===== src/rtl/sbus_pkg.sv =====
package sbus_pkg;
  typedef enum logic [2:0] {
    PH_IDLE = 3'd0,
    PH_T1   = 3'd1,
    PH_T2   = 3'd2,
    PH_TW   = 3'd3,
    PH_T3   = 3'd4
  } sbus_phase_e;
endpackage


===== src/rtl/sbus_rst_sync.sv =====
module sbus_rst_sync #(
  parameter int STAGES = 2
) (
  input  logic clk,
  input  logic rst_n,
  output logic rst_n_sync
);
  logic [STAGES-1:0] chain_q;

  always_ff @(posedge clk or negedge rst_n) begin
    if (!rst_n) begin
      chain_q <= '0;
    end else begin
      chain_q <= {chain_q[STAGES-2:0], 1'b1};
    end
  end

  assign rst_n_sync = chain_q[STAGES-1];
endmodule


===== src/rtl/sbus_phase_seq.sv =====
module sbus_phase_seq
  import sbus_pkg::*;
(
  input  logic        clk,
  input  logic        rst_n,
  input  logic        start,
  input  logic        bus_wait,
  output sbus_phase_e phase
);
  sbus_phase_e state_q, state_d;

  always_comb begin
    state_d = state_q;
    unique case (state_q)
      PH_IDLE: if (start) state_d = PH_T1;
      PH_T1:   state_d = PH_T2;
      PH_T2,
      PH_TW:   state_d = bus_wait ? PH_TW : PH_T3;
      PH_T3:   state_d = PH_IDLE;
      default: state_d = PH_IDLE;
    endcase
  end

  always_ff @(posedge clk or negedge rst_n) begin
    if (!rst_n) state_q <= PH_IDLE;
    else        state_q <= state_d;
  end

  assign phase = state_q;

  AST_T1_TO_T2: assert property (@(posedge clk) disable iff (!rst_n)
    (state_q == PH_T1) |=> (state_q == PH_T2));
  AST_WAIT_ADDS_TW: assert property (@(posedge clk) disable iff (!rst_n)
    ((state_q == PH_T2 || state_q == PH_TW) && bus_wait) |=> (state_q == PH_TW));
  AST_NO_WAIT_TO_T3: assert property (@(posedge clk) disable iff (!rst_n)
    ((state_q == PH_T2 || state_q == PH_TW) && !bus_wait) |=> (state_q == PH_T3));
  AST_BUSY_NO_RESTART: assert property (@(posedge clk) disable iff (!rst_n)
    (state_q != PH_IDLE && state_q != PH_T3) |=> (state_q != PH_T1));
endmodule


===== src/rtl/sbus_xfer_regs.sv =====
module sbus_xfer_regs
  import sbus_pkg::*;
#(
  parameter int ADDR_W = 16,
  parameter int DATA_W = 32
) (
  input  logic              clk,
  input  logic              rst_n,
  input  logic              load,
  input  logic              in_write,
  input  logic [ADDR_W-1:0] in_addr,
  input  logic [DATA_W-1:0] in_wdata,
  input  sbus_phase_e       phase,
  input  logic [DATA_W-1:0] bus_din,
  output logic              held_write,
  output logic [ADDR_W-1:0] held_addr,
  output logic [DATA_W-1:0] held_wdata,
  output logic [DATA_W-1:0] rd_data,
  output logic              done
);
  logic              write_q;
  logic [ADDR_W-1:0] addr_q;
  logic [DATA_W-1:0] wdata_q;
  logic [DATA_W-1:0] rdata_q;
  logic              done_q;
  logic              cap_en;
  logic              done_d;

  assign cap_en = (phase == PH_T3) && !write_q;
  assign done_d = (phase == PH_T3);

  always_ff @(posedge clk or negedge rst_n) begin
    if (!rst_n) begin
      write_q <= 1'b0;
      addr_q  <= '0;
      wdata_q <= '0;
    end else if (load) begin
      write_q <= in_write;
      addr_q  <= in_addr;
      wdata_q <= in_wdata;
    end
  end

  always_ff @(posedge clk or negedge rst_n) begin
    if (!rst_n)      rdata_q <= '0;
    else if (cap_en) rdata_q <= bus_din;
  end

  always_ff @(posedge clk or negedge rst_n) begin
    if (!rst_n) done_q <= 1'b0;
    else        done_q <= done_d;
  end

  assign held_write = write_q;
  assign held_addr  = addr_q;
  assign held_wdata = wdata_q;
  assign rd_data    = rdata_q;
  assign done       = done_q;

  AST_FIELDS_HELD: assert property (@(posedge clk) disable iff (!rst_n)
    (phase != PH_IDLE) |=> ($stable(addr_q) && $stable(write_q)));
  AST_RDATA_ONLY_READ: assert property (@(posedge clk) disable iff (!rst_n)
    (write_q && !load) |=> $stable(rdata_q));
endmodule


===== src/rtl/sbus_master.sv =====
module sbus_master
  import sbus_pkg::*;
#(
  parameter int ADDR_W = 16,
  parameter int DATA_W = 32
) (
  input  logic              clk,
  input  logic              rst_n,
  input  logic              req,
  input  logic              req_write,
  input  logic [ADDR_W-1:0] req_addr,
  input  logic [DATA_W-1:0] req_wdata,
  output logic              done,
  output logic [DATA_W-1:0] rd_data,
  output logic [ADDR_W-1:0] bus_addr,
  output logic              bus_astb,
  output logic              bus_rd,
  output logic [DATA_W-1:0] bus_dout,
  output logic              bus_doe,
  input  logic [DATA_W-1:0] bus_din,
  input  logic              bus_wait
);
  logic              rst_n_s;
  sbus_phase_e       phase;
  logic              idle;
  logic              accept;
  logic              held_write;
  logic [ADDR_W-1:0] held_addr;
  logic [DATA_W-1:0] held_wdata;

  sbus_rst_sync #(.STAGES(2)) u_rst (
    .clk        (clk),
    .rst_n      (rst_n),
    .rst_n_sync (rst_n_s)
  );

  assign idle   = (phase == PH_IDLE);
  assign accept = idle && req;

  sbus_phase_seq u_seq (
    .clk      (clk),
    .rst_n    (rst_n_s),
    .start    (accept),
    .bus_wait (bus_wait),
    .phase    (phase)
  );

  sbus_xfer_regs #(.ADDR_W(ADDR_W), .DATA_W(DATA_W)) u_regs (
    .clk        (clk),
    .rst_n      (rst_n_s),
    .load       (accept),
    .in_write   (req_write),
    .in_addr    (req_addr),
    .in_wdata   (req_wdata),
    .phase      (phase),
    .bus_din    (bus_din),
    .held_write (held_write),
    .held_addr  (held_addr),
    .held_wdata (held_wdata),
    .rd_data    (rd_data),
    .done       (done)
  );

  assign bus_astb = !idle;
  assign bus_addr = held_addr;
  assign bus_rd   = idle ? 1'b1 : !held_write;
  assign bus_doe  = !idle && held_write;
  assign bus_dout = held_wdata;

  AST_ADDR_STABLE: assert property (@(posedge clk) disable iff (!rst_n_s)
    bus_astb |=> (!bus_astb || ($stable(bus_addr) && $stable(bus_rd))));
  AST_OE_WRITE_ONLY: assert property (@(posedge clk) disable iff (!rst_n_s)
    bus_doe |-> (bus_astb && !bus_rd));
  AST_IDLE_QUIET: assert property (@(posedge clk) disable iff (!rst_n_s)
    !bus_astb |-> !bus_doe);
  AST_DONE_PULSE: assert property (@(posedge clk) disable iff (!rst_n_s)
    done |=> !done);
  AST_T3_THEN_DONE: assert property (@(posedge clk) disable iff (!rst_n_s)
    (phase == PH_T3) |=> (done && !bus_astb));
  AST_START_AFTER_REQ: assert property (@(posedge clk) disable iff (!rst_n_s)
    accept |=> (bus_astb && $past(req_addr) == bus_addr));
endmodule


===== config.mk =====
export PLATFORM = sky130hd
export DESIGN_NAME = sbus_master
export DESIGN_NICKNAME = d
export VERILOG_FILES = /design/src/rtl/sbus_pkg.sv /design/src/rtl/sbus_rst_sync.sv /design/src/rtl/sbus_phase_seq.sv /design/src/rtl/sbus_xfer_regs.sv /design/src/rtl/sbus_master.sv
export SDC_FILE = /design/constraint.sdc
export NUM_CORES = 1
export LEC_CHECK = 0
export BUFFER_PORTS_ARGS = -buffer_cell sky130_fd_sc_hd__clkbuf_2
export CORE_MARGIN = 5
export CORE_UTILIZATION = 45
export CTS_CLUSTER_SIZE = 40
export DETAILED_ROUTE_END_ITERATION = 8
export PLACE_DENSITY_LB_ADDON = 0.2
export SYNTH_ARGS = -nofsm -noshare
export SYNTH_HDL_FRONTEND = slang
export SYNTH_SLANG_ARGS = --single-unit

===== constraint.sdc =====
create_clock -name clk -period 3.65 [get_ports clk]
set_input_delay 0.365 -clock clk [delete_from_list [all_inputs] [get_ports clk]]
set_output_delay 0.365 -clock clk [all_outputs]
set_load 0.01 [all_outputs]

Word-level counts from Yosys, hierarchy flattened
Cells that the tools add are included.
{"block": "word_totals", "register_bits": 87}
{"block": "classes", "eq_ne": 5, "n_mux": 4, "n_reduce_logical": 7}
{"op": "$pmux 3 s3", "n": 1}
{"op": "$eq 3x2->1 const B", "n": 2}
{"op": "$mux 3", "n": 2}
{"op": "$eq 3x1->1 const B", "n": 1}
{"op": "$eq 3x3->1 const B", "n": 1}
{"op": "$logic_and 1x1->1", "n": 3}
{"op": "$logic_not 3->1", "n": 1}
{"op": "$logic_not 1->1", "n": 2}
{"op": "$ne 2x1->1 const B", "n": 1}
{"op": "$reduce_or 2->1", "n": 1}
{"op": "$mux 1", "n": 1}

Depth between registers and ports, before layout
{"block": "depth", "word_depth": 4, "mapped_depth": 5, "depth_no_buf": 2}

Hierarchy
Synthesis repeated with hierarchy kept, for this count alone.
{"block": "unflattened", "hier_cells": 189, "area_unflattened_um2": 3254.4}
{"mod": "sbus_xfer_regs", "instances": 1, "cells_each": 173, "area_each_um2": 3054.2, "seq_area_each_um2": 2052.0}
{"mod": "sbus_phase_seq", "instances": 1, "cells_each": 9, "area_each_um2": 113.9, "seq_area_each_um2": 75.1}
{"mod": "sbus_rst_sync", "instances": 1, "cells_each": 3, "area_each_um2": 53.8, "seq_area_each_um2": 50.0}
{"mod": "sbus_master", "instances": 1, "cells_each": 4, "area_each_um2": 32.5, "seq_area_each_um2": 0.0}

Worst setup path after synthesis
OpenSTA, ideal clock, no wires.
{"block": "synth_timing", "path_kind": "reg2reg", "from": "reg u_seq.state_q[1] (netlist: u_seq.phase[1])", "to": "reg u_regs.addr_q[14] (netlist: u_regs.held_addr[14])", "setup_time_ns": 0.127, "arrival_time_ns": 1.473, "required_ns": 3.523, "path_slack_ns": 2.050, "stages_incl_launch_ff": 6, "synth_period_minus_slack_ns": 1.600, "cell_sequence": "dfrtp_1 > buf_2 > nor4b_4 > buf_6 > buf_6 > mux2_1"}
{"block": "synth_between", "elab_chain_cells": 2}
{"element": "start, declared", "line": "sbus_phase_seq.sv:10", "source": "sbus_phase_e state_q, state_d;"}
{"element": "start signal, assigned", "line": "sbus_phase_seq.sv:26", "source": "else state_q <= state_d;"}
{"element": "$logic_not 3->1", "line": "sbus_master.sv:37", "source": "assign idle = (phase == PH_IDLE);"}
{"element": "$logic_and 1x1->1", "line": "sbus_master.sv:38", "source": "assign accept = idle && req;"}
{"element": "end signal, assigned", "line": "sbus_xfer_regs.sv:39", "source": "addr_q <= in_addr;"}
{"element": "end, declared", "line": "sbus_xfer_regs.sv:22", "source": "logic [ADDR_W-1:0] addr_q;"}
No other way between the ends.
A chain may end at the register's enable or synchronous reset.

Worst setup path after layout
{"block": "layout_timing", "from": "reg u_seq.state_q[1] (netlist: u_seq.phase[1])", "to": "out bus_doe"}
{"block": "layout_between", "elab_chain_cells": 3}
{"element": "$logic_not 3->1", "line": "sbus_master.sv:37"}
{"element": "$logic_not 1->1", "line": "sbus_master.sv:67", "source": "assign bus_doe = !idle && held_write;"}
{"element": "$logic_and 1x1->1", "line": "sbus_master.sv:67"}
{"element": "end, declared", "line": "sbus_master.sv:19", "source": "output logic bus_doe,"}
No other way between the ends.

==> results.tsv <==
stage	metric	value	unit
route	viasPerCell	4.67	
timing	fin_hold_ws	0.212	ns
route	drt_iter0_drc	34	
placement	dpl_cell_area	4180	µm²
die	dieArea	9080	µm²
placement	hpwl	5210	µm
logic_synthesis	syn_inst	190	
cells_and_area	drive_above_1_share	0.696	
die	rows	31	
timing	skew	0.00659	ns
die	core_area	7180	µm²
clocking	cts_tree	yes	
setup_path	endpoint_kind	primary output	
die	io_pins	169	
logic_synthesis	synth_ff_type	dfrtp_1	
cells_and_area	fin_nets	448	
logic_synthesis	muxShareOfSynthArea	0.279	
timing	finalSetupTns	0	ns
timing	rsz0062_at_grt	no	
cells_and_area	areaGrowthSynthToFinish	34.0	%
logic_synthesis	yosys_warnings	0	
die	fp.dieH	95.3	µm
die	die_w	95.3	µm
setup_path	cp-start-kind	register	
route	vias	2182	
pwr	cellPowerDensity	867	nW/µm²
timing	finalSetupViolCount	0	
setup_path	crit_arrival	1.58	ns
logic_synthesis	synth_top_area_share	0.665	
timing	worst_slack	1.71	ns
timing	hold_violations	0	
run_status	status	finished clean	
grt	antenna_found_initial	0	
clocking	cts.path.max_buffers	2	
placement	pre_cts_ws	1.79	ns
timing	fmax	0.515	GHz
logic_synthesis	yosys.area_share.adder	0	
setup_path	critical-path-max-stage-delay	0.49	ns
timing	worstMarginPinSlew	1.05	ns
setup_path	worst-path-buf-inv	1	
grt	grtUsageTotal	0.158	
setup_path	worst-path-max-fanout	8	
setup_path	path_class	register to primary output	
setup_path	crit_path_cell_trace	or3_1 > and2_1 > clkbuf_2	
logic_synthesis	synth_top_family_by_area	multiplexers	
logic_synthesis	yosysMostFrequentCell	dfrtp_1	
route	totalWireLength	6860	µm
logic_synthesis	synthArstFlopShare	1.00	
logic_synthesis	syn_nets	275	
clocking	clkLatencyLatePin	0.33	ns
logic_synthesis	netlist_area	3270	µm²
logic_synthesis	yosys-top-cells-area	dfrtp_1 (67%), mux2_2 (24%), mux2_1 (4.1%), nor4b_4 (1.5%), buf_4 (1.4%)	
clocking	path_clk_slew	0.08	ns
setup_path	crit_slowest_cell	dfrtp_1	
timing	min_period	1.94	ns
route	ant_nets	0	
logic_synthesis	synth_simple_gate_area_frac	0.0298	
timing	min_period_over_period	0.532	
clocking	cts.repair.resized	0	
logic_synthesis	synth_edf_count	0	
route	drcViolationCount	0	
clocking	htreeDepth	3	
pwr	vdd_drop_max	0.000372	V
clocking	cts.sinks	87	
clocking	root_buffer	clkbuf_8	
timing	final_max_slew_viol_count	0	
cells_and_area	diodes	0	
timing	relSlewSlack	0.302	
cells_and_area	finalInstanceArea	4390	µm²
die	start_util	0.456	
pwr	cellLeakagePower	2.21	nW
setup_path	critical-path-top-delay-family	simple AND/OR/NAND/NOR gates	
logic_synthesis	syn_area_per_cell	17.2	µm²
grt	grt_pass1_wl	11000	µm
logic_synthesis	synth_compound_area_frac	0.00306	
route	drtPass1Iterations	4	
logic_synthesis	ys_ff_latch	87	
logic_synthesis	synth.distinct_cells	15	
grt	grt_pass1_vias	2333	
logic_synthesis	yosys.area.top_type	dfrtp_1	
setup_path	cp.required	3.28	ns
run	drv_cap	0	
clocking	numCtsBuffers	9	
min_path	holdCritPathClass	primary input to register	
placement	gp_congestion	0.721	
logic_synthesis	ys_seq_area_frac	0.665	
logic_synthesis	synth_commonest_cells	dfrtp_1 (87), mux2_2 (69), mux2_1 (12)	
route	avgRoutedWirePerCell	14.7	µm
grt	grt-ovfl-total	0	
placement	numPortBuffers	168	
grt	grt_max_degree	86	
logic_synthesis	synthXorXnorAreaFrac	0	
## registers in the layout, summed over array words and instances, names as in the netlist
| register | count |
|---|---|
| u_regs.done | 1 |
| u_regs.rd_data | 32 |
| u_regs.held_addr | 16 |
| u_rst.chain_q | 2 |
| u_regs.held_wdata | 32 |
| u_seq.phase | 3 |
| u_regs.held_write | 1 |
## through the flow
stage	cells	utilization	power [mW]
6_report	467	0.611	3.80
5_1_grt	467	0.611	4.08
4_1_cts	467	0.611	3.87
3_3_place_gp	450	0.583	3.17
3_5_place_dp	450	0.583	3.21
2_1_floorplan	190	-	2.57
## path summary, 6_finish.rpt
| kind | from | endpoint | slack [ns] | depth (start not counted) |
|---|---|---|---|---|
| max | u_seq.phase[1] | bus_doe | 1.71 | 3 |
| min | bus_wait | u_seq.phase[2] | 0.21 | 2 |
| max reg2reg | u_seq.phase[1] | u_regs.held_addr[0] | 1.77 | 3 |
| min reg2reg | u_rst.chain_q[0] | u_rst.chain_q[1] | 0.36 | 0 |
| max in group asynchronous | u_rst.chain_q[1] | u_regs.held_wdata[8] | 2.46 | 0 |
| min in group asynchronous | rst_n | u_rst.chain_q[0] | 0.37 | 2 |
## worst reg2reg max path: stages, from the launching register on
cell and delay, ns:
dfrtp_1 0.49, nor4b_4 0.30, buf_4 0.53, mux2_2 0.46
## power breakdown
group | total (mW) | switching [mW] | internal, mW
logic | 1.45 | 0.665 | 0.783
registers | 1.71 | 0.277 | 1.43
clock network | 0.642 | 0.307 | 0.335
total | 3.80 | 1.25 | 2.55
## final cells by class
cell class                 count  area (µm²)
fill                         595        2790
sequential                    87        2180
multi-input combinational     94        1020
timing repair buffer         171         866
clock buffer                  13         149
tap                           99         124
clock inverter                 3        42.5
## layer usage
metal	share of wire	vias to the layer above	GRT usage
li1	-	1017	-
met1	0.40	1043	0.192
met2	0.47	110	0.248
met3	0.12	12	0.0647
met4	0.020	0	0.0661
met5	0	-	0
## cells in the final DEF, fill, tap and decap left out
| master | instances |
|---|---|
| a21oi_1 | 2 |
| and2_1 | 1 |
| buf_4 | 2 |
| bufinv_16 | 1 |
| clkbuf_1 | 3 |
| clkbuf_2 | 168 |
| clkbuf_8 | 10 |
| clkinv_2 | 1 |
| clkinvlp_4 | 1 |
| conb_1 | 1 |
| dfrtp_1 | 86 |
| dfrtp_4 | 1 |
| dlygate4sd3_1 | 1 |
| mux2_1 | 12 |
| mux2_2 | 69 |
| nand2_1 | 2 |
| nand2b_1 | 1 |
| nor3b_1 | 2 |
| nor4b_4 | 2 |
| or3_1 | 1 |
| or3b_2 | 1 |
## cell families (layout without fill, tap and decap cells)
group,count (synthesis),in the layout
DFF,87,87
other,1,1
buffers and inverters,9,187
muxes,81,81
AOI/OAI and AO/OA,2,2
and+or+nand+nor,10,10
## repair_timing
action,4_1_cts,5_1_grt
endpoints found under the hold margin,2,0
setup buffers,0,0
setup endpoints to repair,0,0
hold buffers,1,0
(Power assumes the default switching activity.)
